--- src/rtl/tmw_pkg.sv ---
package tmw_pkg;
  // Register addresses
  localparam logic [2:0] ADDR_CTRL = 3'd0;
  localparam logic [2:0] ADDR_PRE  = 3'd1;
  localparam logic [2:0] ADDR_LOAD = 3'd2;
  localparam logic [2:0] ADDR_KEY  = 3'd4;

  // Control register bit positions
  localparam int CTRL_RUN  = 0;
  localparam int CTRL_CONT = 1;
  localparam int CTRL_WDN  = 2;

  // Service key values
  localparam logic [7:0] KEY_ARM  = 8'hAA;
  localparam logic [7:0] KEY_FIRE = 8'h55;
endpackage

--- src/rtl/tmw_tick.sv ---
module tmw_tick #(
  parameter int PRE_W = 8,
  parameter int DIV   = 4
) (
  input  logic             clk,
  input  logic             rst_n,
  input  logic             active,
  input  logic             restart,
  input  logic [PRE_W-1:0] pre,
  output logic             tick
);
  localparam int DIV_W = (DIV > 1) ? $clog2(DIV) : 1;
  localparam logic [DIV_W-1:0] DIV_LAST = DIV_W'(DIV - 1);

  logic [DIV_W-1:0] div_q, div_d;
  logic [PRE_W-1:0] pcnt_q, pcnt_d;
  logic             base;
  logic             pre_hit;

  assign base    = active && (div_q == DIV_LAST);
  assign pre_hit = (pcnt_q >= pre);   // a lowered prescaler still fires at once
  assign tick    = base && pre_hit && !restart;

  always_comb begin
    div_d  = div_q;
    pcnt_d = pcnt_q;
    if (restart || !active) begin
      div_d  = '0;
      pcnt_d = '0;
    end else begin
      div_d = base ? '0 : div_q + 1'b1;
      if (base) pcnt_d = pre_hit ? '0 : pcnt_q + 1'b1;
    end
  end

  always_ff @(posedge clk or negedge rst_n) begin
    if (!rst_n) begin
      div_q  <= '0;
      pcnt_q <= '0;
    end else begin
      div_q  <= div_d;
      pcnt_q <= pcnt_d;
    end
  end
endmodule

--- src/rtl/tmw_service.sv ---
module tmw_service
  import tmw_pkg::*;
(
  input  logic       clk,
  input  logic       rst_n,
  input  logic       enable,
  input  logic       key_wr,
  input  logic [7:0] key_data,
  output logic       fire
);
  logic armed_q, armed_d;

  assign fire = enable && key_wr && armed_q && (key_data == KEY_FIRE);

  always_comb begin
    armed_d = armed_q;
    if (key_wr) armed_d = (key_data == KEY_ARM);
    if (!enable) armed_d = 1'b0;
  end

  always_ff @(posedge clk or negedge rst_n) begin
    if (!rst_n) armed_q <= 1'b0;
    else        armed_q <= armed_d;
  end
endmodule

--- src/rtl/tmw_count.sv ---
module tmw_count #(
  parameter int CNT_W = 16
) (
  input  logic             clk,
  input  logic             rst_n,
  input  logic             tick,
  input  logic             wdg_mode,
  input  logic             wdg_enter,
  input  logic             svc_fire,
  input  logic             ctrl_wr,
  input  logic             run_wdata,
  input  logic             cont,
  input  logic             load_wr,
  input  logic [CNT_W-1:0] load_val,
  output logic [CNT_W-1:0] cnt,
  output logic             run,
  output logic             active,
  output logic             eoc
);
  logic [CNT_W-1:0] cnt_q, cnt_d;
  logic             run_q, run_d;
  logic             pend_q, pend_d;
  logic             start;

  assign active = run_q || wdg_mode;
  assign eoc    = tick && (cnt_q == '0);
  assign start  = ctrl_wr && run_wdata && !run_q && !wdg_mode;

  always_comb begin
    cnt_d = cnt_q;
    if (wdg_enter || svc_fire)   cnt_d = load_val;
    else if (tick)               cnt_d = eoc ? load_val : cnt_q - {{(CNT_W-1){1'b0}}, 1'b1};
    else if (start && pend_q)    cnt_d = load_val;
  end

  always_comb begin
    pend_d = pend_q;
    if (load_wr) pend_d = 1'b1;
    else if (eoc || wdg_enter || svc_fire || start) pend_d = 1'b0;
  end

  always_comb begin
    run_d = run_q;
    if (ctrl_wr)                          run_d = run_wdata;
    else if (eoc && !cont && !wdg_mode)   run_d = 1'b0;
  end

  always_ff @(posedge clk or negedge rst_n) begin
    if (!rst_n) begin
      cnt_q  <= '1;
      run_q  <= 1'b0;
      pend_q <= 1'b0;
    end else begin
      cnt_q  <= cnt_d;
      run_q  <= run_d;
      pend_q <= pend_d;
    end
  end

  assign cnt = cnt_q;
  assign run = run_q;
endmodule

--- src/rtl/tmw_timer.sv ---
module tmw_timer
  import tmw_pkg::*;
#(
  parameter int CNT_W = 16,
  parameter int PRE_W = 8,
  parameter int DIV   = 4
) (
  input  logic             clk,
  input  logic             rst_n,
  input  logic             hw_wdg_en,
  input  logic [2:0]       bus_addr,
  input  logic             bus_wr,
  input  logic [CNT_W-1:0] bus_wdata,
  output logic [CNT_W-1:0] bus_rdata,
  output logic             irq,
  output logic             wdg_rst
);
  logic [PRE_W-1:0] pre_q, pre_d;
  logic [CNT_W-1:0] load_q, load_d;
  logic             cont_q, cont_d;
  logic             wdg_en_n_q, wdg_en_n_d;
  logic             irq_q, irq_d, rst_q, rst_d;

  logic             wdg_mode, wdg_enter;
  logic             ctrl_wr, load_wr, pre_wr, key_wr;
  logic             svc_fire, tick, eoc, active, run;
  logic [CNT_W-1:0] cnt;

  assign wdg_mode = !wdg_en_n_q;
  assign ctrl_wr  = bus_wr && (bus_addr == ADDR_CTRL) && !wdg_mode;
  assign load_wr  = bus_wr && (bus_addr == ADDR_LOAD) && !wdg_mode;
  assign pre_wr   = bus_wr && (bus_addr == ADDR_PRE);
  assign key_wr   = bus_wr && (bus_addr == ADDR_KEY);

  always_comb begin
    pre_d      = pre_wr  ? bus_wdata[PRE_W-1:0] : pre_q;
    load_d     = load_wr ? bus_wdata : load_q;
    cont_d     = ctrl_wr ? bus_wdata[CTRL_CONT] : cont_q;
    wdg_en_n_d = wdg_en_n_q && !hw_wdg_en && !(ctrl_wr && !bus_wdata[CTRL_WDN]);
    wdg_enter  = wdg_en_n_q && !wdg_en_n_d;
    irq_d      = eoc && !wdg_mode;
    rst_d      = eoc && wdg_mode;
  end

  always_ff @(posedge clk or negedge rst_n) begin
    if (!rst_n) begin
      pre_q      <= '1;
      load_q     <= '1;
      cont_q     <= 1'b0;
      wdg_en_n_q <= 1'b1;
      irq_q      <= 1'b0;
      rst_q      <= 1'b0;
    end else begin
      pre_q      <= pre_d;
      load_q     <= load_d;
      cont_q     <= cont_d;
      wdg_en_n_q <= wdg_en_n_d;
      irq_q      <= irq_d;
      rst_q      <= rst_d;
    end
  end

  tmw_tick #(.PRE_W(PRE_W), .DIV(DIV)) u_tick (
    .clk(clk), .rst_n(rst_n), .active(active),
    .restart(wdg_enter || svc_fire), .pre(pre_q), .tick(tick)
  );

  tmw_service u_svc (
    .clk(clk), .rst_n(rst_n), .enable(wdg_mode), .key_wr(key_wr),
    .key_data(bus_wdata[7:0]), .fire(svc_fire)
  );

  tmw_count #(.CNT_W(CNT_W)) u_count (
    .clk(clk), .rst_n(rst_n), .tick(tick), .wdg_mode(wdg_mode),
    .wdg_enter(wdg_enter), .svc_fire(svc_fire), .ctrl_wr(ctrl_wr),
    .run_wdata(bus_wdata[CTRL_RUN]), .cont(cont_q), .load_wr(load_wr),
    .load_val(load_q), .cnt(cnt), .run(run), .active(active), .eoc(eoc)
  );

  always_comb begin
    case (bus_addr)
      ADDR_CTRL: bus_rdata = CNT_W'({wdg_en_n_q, cont_q, run});
      ADDR_PRE:  bus_rdata = CNT_W'(pre_q);
      ADDR_LOAD: bus_rdata = cnt;
      default:   bus_rdata = '0;
    endcase
  end

  assign irq     = irq_q;
  assign wdg_rst = rst_q;
endmodule

--- config.mk ---
export PLATFORM = sky130hd
export DESIGN_NAME = tmw_timer
export DESIGN_NICKNAME = d
export VERILOG_FILES = /design/src/rtl/tmw_pkg.sv /design/src/rtl/tmw_tick.sv /design/src/rtl/tmw_service.sv /design/src/rtl/tmw_count.sv /design/src/rtl/tmw_timer.sv
export SDC_FILE = /design/constraint.sdc
export NUM_CORES = 1
export LEC_CHECK = 0
export ABC_AREA = 1
export BUFFER_PORTS_ARGS = -buffer_cell sky130_fd_sc_hd__buf_2
export CAP_MARGIN = 20
export CORE_UTILIZATION = 35
export CTS_CLUSTER_DIAMETER = 80
export DETAILED_ROUTE_END_ITERATION = 8
export GPL_ROUTABILITY_DRIVEN = 0
export PLACE_DENSITY = 0.56
export SYNTH_ARGS = -nofsm -noshare
export SYNTH_HDL_FRONTEND = slang
export SYNTH_SLANG_ARGS = --single-unit
--- constraint.sdc ---
create_clock -name clk -period 2.2 [get_ports clk]
set_input_delay 0.11 -clock clk [delete_from_list [all_inputs] [get_ports clk]]
set_output_delay 0.11 -clock clk [all_outputs]
set_load 0.1 [all_outputs]
== Yosys cells after proc, flatten, opt, wreduce, memory -nomap -nowiden ==
Index checks and enable logic that the tools add are counted.

* Flip-flop bits (word level): 57
* Input bits: 23
* Output and inout port bits: 18
* Word-level logic and storage cells: 85

* Add/sub/neg operators: 3
* Magnitude comparators: 1
* Equality and inequality tests: 6
* Muxes and demuxes: 16
* Reduce and logical (&&, ||, !) cells: 47

{| class="wikitable"
|+ Operators by type and width
! cell !! number
|-
| $mux W16 || 4
|-
| $pmux W16 S3 || 1
|-
| $logic_and A1 B1 Y1 || 25
|-
| $mux W8 || 3
|-
| $logic_not A16 Y1 || 1
|-
| $sub A16 B1 Y16 const B || 1
|-
| $logic_not A1 Y1 || 9
|-
| $add A8 B1 Y8 const B || 1
|-
| $eq A8 B7 Y1 const B || 1
|-
| $eq A8 B8 Y1 const B || 1
|-
| $ge A8 B8 Y1 || 1
|-
| $reduce_bool A2 Y1 || 4
|-
| $logic_or A1 B1 Y1 || 6
|-
| $mux W1 || 6
|-
| $mux W2 || 2
|-
| $eq A3 B1 Y1 const B || 1
|-
| $eq A3 B2 Y1 const B || 1
|-
| $eq A3 B3 Y1 const B || 1
|-
| $logic_not A3 Y1 || 1
|-
| $reduce_bool A3 Y1 || 1
|-
| $add A2 B1 Y2 const B || 1
|-
| $eq A2 B2 Y1 const B || 1
|}

== Depth between registers and ports, before layout ==
Gate-level depths: netlist (run 1).

* Depth in word-level cells: 17
* Depth in mapped cells: 14
* Depth with buffers taken out: 14

== Hierarchy ==
A second synthesis (run 1) with hierarchy kept.

* Cells, all modules: 516
* Area, all modules: 3783.6 µm²

{| class="wikitable"
|+ By module, submodules not included
! module !! instances !! cells each !! area each (µm²) !! seq. area each (µm²)
|-
| tmw_timer || 1 || 168 || 1442.6 || 732.0
|-
| tmw_count || 1 || 222 || 1436.4 || 470.5
|-
| tmw_tick || 1 || 103 || 789.5 || 250.2
|-
| tmw_service || 1 || 23 || 115.1 || 25.0
|}

== Worst setup path after synthesis (run 1) ==
Ideal clock, no wire load.

* Path kind: reg-to-output
* Start: register wdg_en_n_q
* End: output port bus_rdata[2]
* Data arrival time: 2.201 ns
* Required time: 2.090 ns
* Slack: -0.111 ns
* Stages on the path, launching flop included: 4
* Buffers on the path: 1
* Path through: dfstp_2 buf_4 inv_2 o221ai_1

* Longest elaborated chain between the ends: 1

{| class="wikitable"
|+ RTL lines
! what !! RTL line !! RTL
|-
| start, declared || tmw_timer.sv:21 || <nowiki>logic wdg_en_n_q, wdg_en_n_d;</nowiki>
|-
| start signal, assigned || tmw_timer.sv:57 || <nowiki>wdg_en_n_q <= wdg_en_n_d;</nowiki>
|-
| $pmux W16 S3 || tmw_timer.sv:81 || <nowiki>case (bus_addr)</nowiki>
|-
| end, declared || tmw_timer.sv:14 || <nowiki>output logic [CNT_W-1:0] bus_rdata,</nowiki>
|}

No other way between the ends.

== Worst setup path in the final report (run 1) ==
* Start: register pre_q[7]
* End: register u_count.cnt_q[14], in the netlist u_count.cnt[14]

* Longest elaborated chain between the ends: 7
* Elaborated cells on any way between the ends: 8
* Those cells by class: order compare (1); mux (3); reduce/logical (4)

{| class="wikitable"
|+ RTL lines
! what !! RTL line !! RTL
|-
| start, declared || tmw_timer.sv:18 || <nowiki>logic [PRE_W-1:0] pre_q, pre_d;</nowiki>
|-
| start signal, assigned || tmw_timer.sv:54 || <nowiki>pre_q <= pre_d;</nowiki>
|-
| $ge A8 B8 Y1 * || tmw_tick.sv:21 || <nowiki>assign pre_hit = (pcnt_q >= pre);</nowiki>
|-
| $logic_and A1 B1 Y1 * (2 in series) || tmw_tick.sv:22 || <nowiki>assign tick = base && pre_hit && !restart;</nowiki>
|-
| $logic_and A1 B1 Y1 || tmw_count.sv:26 || <nowiki>assign eoc = tick && (cnt_q == '0);</nowiki>
|-
| $mux W16 (2 in series) || tmw_count.sv:32 || <nowiki>else if (tick) cnt_d = eoc ? load_val : cnt_q - {{(CNT_W-1){1'b0}}, 1'b1};</nowiki>
|-
| $mux W16 || tmw_count.sv:31 || <nowiki>if (wdg_enter || svc_fire) cnt_d = load_val;</nowiki>
|-
| end signal, assigned || tmw_count.sv:54 || <nowiki>cnt_q <= cnt_d;</nowiki>
|-
| end, declared || tmw_count.sv:20 || <nowiki>logic [CNT_W-1:0] cnt_q, cnt_d;</nowiki>
|}

Every way passes the cells marked *; elsewhere a longest branch is shown, timed or not.
A chain may end at the register's enable or synchronous reset.

==> results of run 1 <==
[layout make-up]
type | instances | area (sq um)
clock buffer | 15 | 176
inverter | 81 | 312
sequential | 57 | 1480
multi-input combinational | 335 | 1840
tap | 136 | 170
timing repair buffer | 61 | 422
fill | 1100 | 5880
[per-layer routing]
metal	up-vias	wire (um)	track usage, %
met2	56	4440	30.3
li1	1659	-	-
met5	-	0	0
met3	11	387	3.18
met1	1543	4790	26.8
met4	0	132	7.85
[registers in the layout (all words and copies together), names as in the netlist]
register	flops
wdg_en_n_q	1
u_count.pend_q	1
irq	1
cont_q	1
u_tick.pcnt_q	8
u_tick.div_q	2
load_q	16
pre_q	8
u_count.run	1
wdg_rst	1
u_count.cnt	16
u_svc.armed_q	1
[worst max-delay path: stages (launching register included)]
cell and delay (ns):
dfstp_2 0.53, inv_1 0.06, ha_1 0.30, nand2_1 0.08, inv_1 0.04, nor2_1 0.07, o21a_1 0.19, a21oi_4 0.07
buf_4 0.16, nor2_8 0.22, buf_12 0.15, nor2_1 0.04, nand2_1 0.05, nand2_1 0.05
[Yosys cell counts, drive strengths merged]
library cell / instances
nor2: 63
clkbuf: 5
nand2: 133
buf: 7
o22ai: 5
nand3b: 1
o21ai: 26
dfrtp: 16
xor2: 12
ha: 11
nor3: 4
o21a: 1
xnor2: 2
a21oi: 11
o41ai: 1
nand3: 38
dfstp: 41
nor4: 1
nand4: 22
o221ai: 3
inv: 81
[what timing repair did]
item	in CTS	in global routing
endpoints found under the hold margin	18	0
hold buffers	9	0
setup buffers	0	4
endpoints found under the setup margin	0	12
resized for setup	0	2
[report_power, final]
part | total, mW | internal [mW] | switching (mW)
sequential | 1.59 | 1.35 | 0.235
clock | 0.917 | 0.497 | 0.421
combinational | 1.54 | 0.525 | 1.01
total | 4.04 | 2.37 | 1.67
[logic make-up after synthesis]
kind of cell / synth area share, %
simple gates: 34.5
flops: 40.0
fa+ha+maj: 3.72
compound gates: 7.61
buf+inv: 10.9
xor+xnor: 3.32
[path summary, 6_finish.rpt]
check	startpoint	end	slack (ns)	cells after the start
worst max register to register	pre_q[7]$_DFFE_PN1P_	u_count.cnt[14]$_DFFE_PN1P_	0.11	13
worst max-delay path	pre_q[7]$_DFFE_PN1P_	u_count.cnt[14]$_DFFE_PN1P_	0.11	13
max in group asynchronous	rst_n	load_q[10]$_DFFE_PN1P_	1.16	4
worst min register to register	u_tick.div_q[0]$_DFF_PN0_	u_tick.div_q[0]$_DFF_PN0_	0.44	1
min in group asynchronous	rst_n	u_tick.pcnt_q[3]$_DFFE_PN0P_	0.26	2
worst min-delay path	bus_wdata[11]	load_q[11]$_DFFE_PN1P_	0.007	3
==> flow_summary_export.csv, run 1 <==
group,metric,value,unit
status,outcome,"finished clean",
floorplanning,die_w,105,um
floorplanning,die_h,105,um
setup_path,worst-endpoint-required,2.49,ns
route,dr.pass1.iters,4,
timing,clock-skew-final,0.0107,ns
route,drc,0,
setup_path,path_max_fanout,9,
cells_and_area,stdcell_area,4400,sq um
route,wirelength,9760,um
route,dr_total_vias,3269,
pwr,power.density,919,nW/um^2
clock_tree,clock_latency,0.36,ns
route,antenna_left,0,
yosys,synth_top_cells_by_area,"dfstp_2 29%, nand2_1 13%, dfrtp_1 11%",
grt,gr-total-overflow,0,
yosys,yosysTopAreaCell,"dfstp_2",
clock_tree,cts_root_buf,"clkbuf_8",
clock_tree,max-clock-path-buffers,2,
cells_and_area,fin_util,42.8,%
yosys,yosysWarnings,0,
timing,finalHoldViolCount,0,
clock_tree,cts.sinks,57,
timing,fin_tns_setup,0,ns
cells_and_area,final_common_cell,"nand2_1",
setup_path,start_kind,"flop",
grt,grt_pass1_wl,16600,um
setup_path,cp.arrival,2.38,ns
yosys,synth.avg_cell_area,7.64,sq um
flow_run,max-cap-violations,0,
pwr,power.leakage,2.22,nW
timing,slew_headroom,62.9,%
yosys,synth_area,3700,sq um
place,place.detailed.hpwl,7200,um
clock_tree,cts_max_level,3,
cells_and_area,fin_cells,685,
place,dp_cells,656,
yosys,ys_seq_area_share,40.0,%
timing,holdWs,0.00679,ns
timing,final.setup.worst_slack,0.107,ns
place,pre_cts_ws,0.120,ns
grt,grt_start_max_net_pins,34,
yosys,synth_seq_cells,57,
floorplanning,fp-row-count,37,
pwr,power,4.04,mW
timing,drv_slew,0,
grt,grt.total_usage,19.4,%
setup_path,criticalPathCategory,"reg -> reg",
cells_and_area,area_growth,19.0,%
route,drtIter0Drc,240,
floorplanning,core_area,10300,sq um
route,viasPerCell,4.77,
grt,antenna_found_initial,0,
route,routedWlPerCell,14.2,um
clock_tree,clkSlewWorstSetupHoldPaths,0.07,ns
place,port_buffers,40,
setup_path,end_kind,"flop",
worst_hold_path,hold_class,"in -> reg",
yosys,synthCells,484,
timing,setup_viol,0,
clock_tree,cts_inserted_buffers,9,
cells_and_area,antennaDiodeCount,0,
yosys,synth.distinct_cells,38,
clock_tree,cts_tree,"built",
floorplanning,dieArea,11000,sq um
cells_and_area,final_nets,579,
cells_and_area,layout_common_cells,"124 x nand2_1, 77 x inv_1, 56 x nor2_1, 41 x dfstp_2, 40 x buf_2",
floorplanning,start_util,36.0,%
yosys,synth.net_count,518,
timing,period_share,95.1,%
grt,grt_pass1_vias,3319,
timing,clock.fmax,478,MHz
place,place_area,4060,sq um
pwr,ir_drop,0.000307,V
timing,min_period,2.09,ns
timing,tightest_slew,0.555,ns
floorplanning,num_io_pins,41,
yosys,synth_top_area_share,29.1,%
cells_and_area,drive_above_1_share,26.0,%
Power figures use the tool's default switching activity.
==> inputs of run 2 (changes only) <==
CORE_UTILIZATION = 50   (was 35)
PLACE_DENSITY = 0.74   (was 0.56)
==> run 2 against run 1 <==
  * Sequential power is essentially flat
  * First-iteration DRC count shrank 8.8%
  * Combinational power shrank 3%
  * Largest cell class unchanged
  * Register-to-register slack is essentially flat
  * Maximum frequency grew 0.13%
  * Non-clock buffer count shrank 16
  * Flip-flop and latch count is the same
  * Setup slack gained 0.0027 ns
  * Core utilization grew 17 points
  * Global-route usage grew 4.8 points
==> flow_summary_export.csv, run 2 (same netlist as run 1, synthesis figures left out) <==
group,metric,value,unit
clock_tree,cts_root_buf,"clkbuf_8",
route,wirelength,8780,um
grt,grt_start_max_net_pins,58,
setup_path,end_kind,"flop",
timing,clock-skew-final,0.00641,ns
grt,grt.total_usage,24.3,%
route,dr_total_vias,3271,
floorplanning,start_util,53.0,%
route,drtIter0Drc,219,
setup_path,crit_start,"pre_q[7]$_DFFE_PN1P_",
worst_hold_path,hp-start,"bus_wdata[10]",
clock_tree,post_cts_buffers,0,
route,drc,0,
timing,holdWs,0.0105,ns
status,outcome,"finished clean",
timing,finalHoldViolCount,0,
cells_and_area,fin_cells,628,
timing,clock.fmax,478,MHz
floorplanning,fp-row-count,30,
floorplanning,core_area,6980,sq um
pwr,power.leakage,2.15,nW
cells_and_area,antennaDiodeCount,0,
setup_path,r2r_slack,0.11,ns
route,viasPerCell,5.21,
pwr,ir_drop,0.000416,V
timing,period_share,95.0,%
setup_path,criticalPathCategory,"reg -> reg",
cells_and_area,fin_util,60.2,%
flow_run,max-cap-violations,0,
timing,drv_slew,0,
route,antenna_left,0,
place,pre_cts_ws,0.137,ns
timing,slew_headroom,51.4,%
place,port_buffers,40,
grt,use_met2,34.2,%
grt,gr-usage-met1,37.0,%
worst_hold_path,hold_class,"in -> reg",
clock_tree,max-clock-path-buffers,2,
place,place.detailed.hpwl,6440,um
place,dp_cells,611,
setup_path,path_max_fanout,14,
grt,grt_pass1_wl,14300,um
setup_path,worst-endpoint-required,2.47,ns
cells_and_area,drive_above_1_share,25.2,%
grt,grtUsageMet3,3.39,%
clock_tree,ctsResizeCount,0,
route,dr.pass1.iters,7,
route,routedWlPerCell,14.0,um
timing,tightest_slew,0.729,ns
timing,setup_viol,0,
timing,min_period,2.09,ns
setup_path,cp.arrival,2.36,ns
floorplanning,die_h,88.0,um
clock_tree,cts_tree,"built",
grt,gr-total-overflow,0,
cells_and_area,final_nets,562,
clock_tree,cts_max_level,3,
cells_and_area,final_common_cell,"nand2_1",
cells_and_area,area_growth,13.7,%
cells_and_area,layout_common_cells,"125 x nand2_1, 77 x inv_1, 56 x nor2_1, 41 x dfstp_2, 40 x buf_2",
setup_path,timing.rr.start,"pre_q[7]$_DFFE_PN1P_",
grt,antenna_found_initial,0,
grt,top_usage_layer,"met1",
floorplanning,num_io_pins,41,
timing,rsz0062_at_grt,"yes",
timing,final.setup.worst_slack,0.110,ns
clock_tree,cts_inserted_buffers,9,
clock_tree,clock_latency,0.34,ns
floorplanning,die_w,88.0,um
setup_path,start_kind,"flop",
clock_tree,cts.sinks,57,
floorplanning,dieArea,7740,sq um
grt,grt_pass1_vias,2956,
pwr,power.density,1000,nW/um^2
clock_tree,clkSlewWorstSetupHoldPaths,0.07,ns
[run 2: what timing repair did]
item | 4_1_cts | 5_1_grt
setup endpoints to repair | 0 | 4
hold buffers | 2 | 0
endpoints found under the hold margin | 17 | 0
[run 2: worst max-delay path, stage by stage, from the launching register on]
cell and delay [ns]:
dfstp_2 0.53, inv_1 0.06, ha_1 0.29, nand2_1 0.07, o21a_1 0.23, a21oi_4 0.28
buf_4 0.25, nand4_1 0.14, nand3_2 0.11, nand2_1 0.05
[run 2: metrics by stage]
step / area [sq um] / setup TNS (ns) / total power [mW]
after CTS: 4200 / 0 / 4.20
final: 4200 / 0 / 4.20
after global routing: 4200 / -0.0732 / 4.48
after detailed placement: 3960 / 0 / 3.07
after floorplan: 3710 / 0 / 2.70
after global placement: 3960 / 0 / 3.05
[run 2: final cells by class]
type	instances	area [sq um]
clock buffers	12	155
fillers	646	2780
well taps	96	120
flip-flops and latches	57	1480
multi-input cells	334	1830
inverters	81	312
clock inverters	3	65.1
repair buffers	45	243
[run 2: path summary, 6_finish.rpt]
| check | endpoint | cells after the start |
|---|---|---|
| worst max-delay path | u_count.cnt[9]$_DFFE_PN1P_ | 9 |
| worst min-delay path | load_q[10]$_DFFE_PN1P_ | 3 |
| worst max register to register | u_count.cnt[9]$_DFFE_PN1P_ | 9 |
| worst min register to register | u_tick.div_q[0]$_DFF_PN0_ | 1 |
| max in group asynchronous | u_tick.pcnt_q[4]$_DFFE_PN0P_ | 3 |
| min in group asynchronous | u_tick.pcnt_q[5]$_DFFE_PN0P_ | 3 |
[run 2: where the power goes]
part	internal (mW)	switching [mW]
sequential	1.35	0.237
clock	0.692	0.421
combinational	0.468	1.03
[run 2: routing by layer]
layer	routed length, um	vias to the layer above
li1	-	1622
met4	144	0
met2	3770	111
met1	4370	1524
met5	0	-
met3	494	14
==> inputs of run 3 (changes only) <==
HOLD_SLACK_MARGIN = 0.06   (was default)
==> run 3 against run 2 <==
  * Total power is essentially flat
  * Sequential share of layout area shrank 0.98 points
  * Critical endpoint unchanged
  * Cell area rose by 2.9%
  * Clock-buffer cell count unchanged
  * Via count increased by 1.5%
  * Core utilization up 1.7 points
  * First-iteration DRC count increased by 8.7%
  * Highest routed layer unchanged
  * Critical path type unchanged
  * Hold slack improved by 0.053 ns
==> flow_summary_export.csv, run 3 (same netlist as run 1, synthesis figures left out) <==
group,metric,value,unit
timing,rsz0062_at_grt,"yes",
cells_and_area,antennaDiodeCount,0,
route,drtIter0Drc,238,
grt,grt.total_usage,24.8,%
timing,slew_headroom,50.8,%
setup_path,worst-endpoint-required,2.47,ns
pwr,power.leakage,2.20,nW
route,wirelength,8890,um
floorplanning,dieArea,7740,sq um
clock_tree,cts.sinks,57,
timing,clock.fmax,479,MHz
worst_hold_path,hold_class,"in -> reg",
clock_tree,clock_latency,0.34,ns
cells_and_area,stdcell_area,4320,sq um
timing,finalHoldViolCount,0,
clock_tree,post_cts_buffers,0,
route,drc,0,
clock_tree,cts_tree,"built",
timing,clock-skew-final,0.00736,ns
clock_tree,cts_inserted_buffers,9,
cells_and_area,area_growth,16.9,%
grt,antenna_found_initial,0,
floorplanning,num_io_pins,41,
clock_tree,clkSlewWorstSetupHoldPaths,0.06,ns
pwr,power,4.21,mW
cells_and_area,final_common_cell,"nand2_1",
route,dr.pass1.iters,5,
place,place_area,3960,sq um
clock_tree,max-clock-path-buffers,2,
clock_tree,cts_root_buf,"clkbuf_8",
grt,grt_pass1_vias,3047,
setup_path,criticalPathCategory,"reg -> reg",
clock_tree,cts_max_level,3,
timing,drv_slew,0,
setup_path,start_kind,"flop",
cells_and_area,layout_common_cells,"125 x nand2_1, 77 x inv_1, 56 x nor2_1, 41 x dfstp_2, 40 x buf_2",
floorplanning,die_h,88.0,um
floorplanning,die_w,88.0,um
place,place.detailed.hpwl,6440,um
cells_and_area,fin_util,61.9,%
floorplanning,start_util,53.0,%
grt,grt_pass1_wl,14600,um
timing,setup_viol,0,
flow_run,max-cap-violations,0,
floorplanning,fp-row-count,30,
pwr,ir_drop,0.000413,V
setup_path,cp.arrival,2.36,ns
setup_path,path_max_fanout,14,
setup_path,end_kind,"flop",
clock_tree,ctsResizeCount,0,
cells_and_area,drive_above_1_share,24.6,%
timing,period_share,94.9,%
timing,min_period,2.09,ns
grt,gr-total-overflow,0,
grt,grt_start_max_net_pins,58,
cells_and_area,final_nets,574,
timing,tightest_slew,0.738,ns
route,viasPerCell,5.19,
status,outcome,"finished clean",
route,dr_total_vias,3320,
route,antenna_left,0,
route,routedWlPerCell,13.9,um
pwr,power.density,973,nW/um^2
cells_and_area,nFillCells,637,
floorplanning,core_area,6980,sq um
place,port_buffers,40,
==> run 3: cell count changes in the layout (fill, tap and decap cells not counted) <==
cell,before,now
dlygate4sd3_1,2,14
==> run 3: worst max-delay path, cell delays in order, from the launching register on <==
cell	delay [ns]
dfstp_2	0.53
inv_1	0.06
ha_1	0.29
nand2_1	0.07
o21a_1	0.23
a21oi_4	0.28
buf_4	0.25
nand4_1	0.14
nand3_2	0.11
nand2_1	0.05
==> run 3: per-layer routing <==
metal | up-vias | GRT usage, % | share of wire (%)
met5 | - | 0 | 0
li1 | 1648 | - | -
met3 | 16 | 3.39 | 6.0
met1 | 1528 | 37.4 | 48
met4 | 0 | 9.69 | 1.7
met2 | 128 | 35.9 | 44
==> run 3: cell type report <==
| class | count | area, sq um | share of cell area [%] |
|---|---|---|---|
| Sequential cell | 57 | 1480 | 34.2 |
| Multi-Input combinational cell | 334 | 1830 | 42.3 |
| Clock inverter | 3 | 65.1 | 1.51 |
| Timing Repair Buffer | 57 | 363 | 8.39 |
| Clock buffer | 12 | 155 | 3.59 |
| Tap cell | 96 | 120 | 2.78 |
| Inverter | 81 | 312 | 7.21 |
==> run 3: power breakdown <==
group | total [mW] | switching [mW] | internal [mW] | leakage, nW
registers | 1.59 | 0.234 | 1.35 | 0.638
logic | 1.51 | 1.03 | 0.481 | 1.45
clock network | 1.11 | 0.417 | 0.692 | 0.112
==> run 3: what timing repair did <==
action | 4_1_cts | 5_1_grt
endpoints found under the hold margin | 28 | 0
hold buffers | 14 | 0
setup endpoints to repair | 0 | 4
==> run 3: final timing paths <==
| check | endpoint | slack, ns | from | cells past startpoint |
|---|---|---|---|---|
| worst max register to register | u_count.cnt[9]$_DFFE_PN1P_ | 0.11 | pre_q[7]$_DFFE_PN1P_ | 9 |
| worst max-delay path | u_count.cnt[9]$_DFFE_PN1P_ | 0.11 | pre_q[7]$_DFFE_PN1P_ | 9 |
| worst min register to register | u_tick.div_q[0]$_DFF_PN0_ | 0.43 | u_tick.div_q[0]$_DFF_PN0_ | 1 |
| max in group asynchronous | u_tick.pcnt_q[6]$_DFFE_PN0P_ | 1.26 | rst_n | 3 |
| min in group asynchronous | u_count.run$_DFFE_PN0P_ | 0.47 | rst_n | 3 |
| worst min-delay path | pre_q[4]$_DFFE_PN1P_ | 0.06 | bus_wdata[4] | 3 |
==> run 3: metrics by stage <==
step	hold slack [ns]	setup TNS [ns]	std cells	setup WS, ns
after floorplan	-0.186	0	484	0.0218
after CTS	0.0610	0	640	0.121
final	0.0639	0	640	0.113
after global placement	0.304	0	611	0.195
after detailed placement	0.309	0	611	0.137
after global routing	0.0903	-0.0729	640	-0.0310
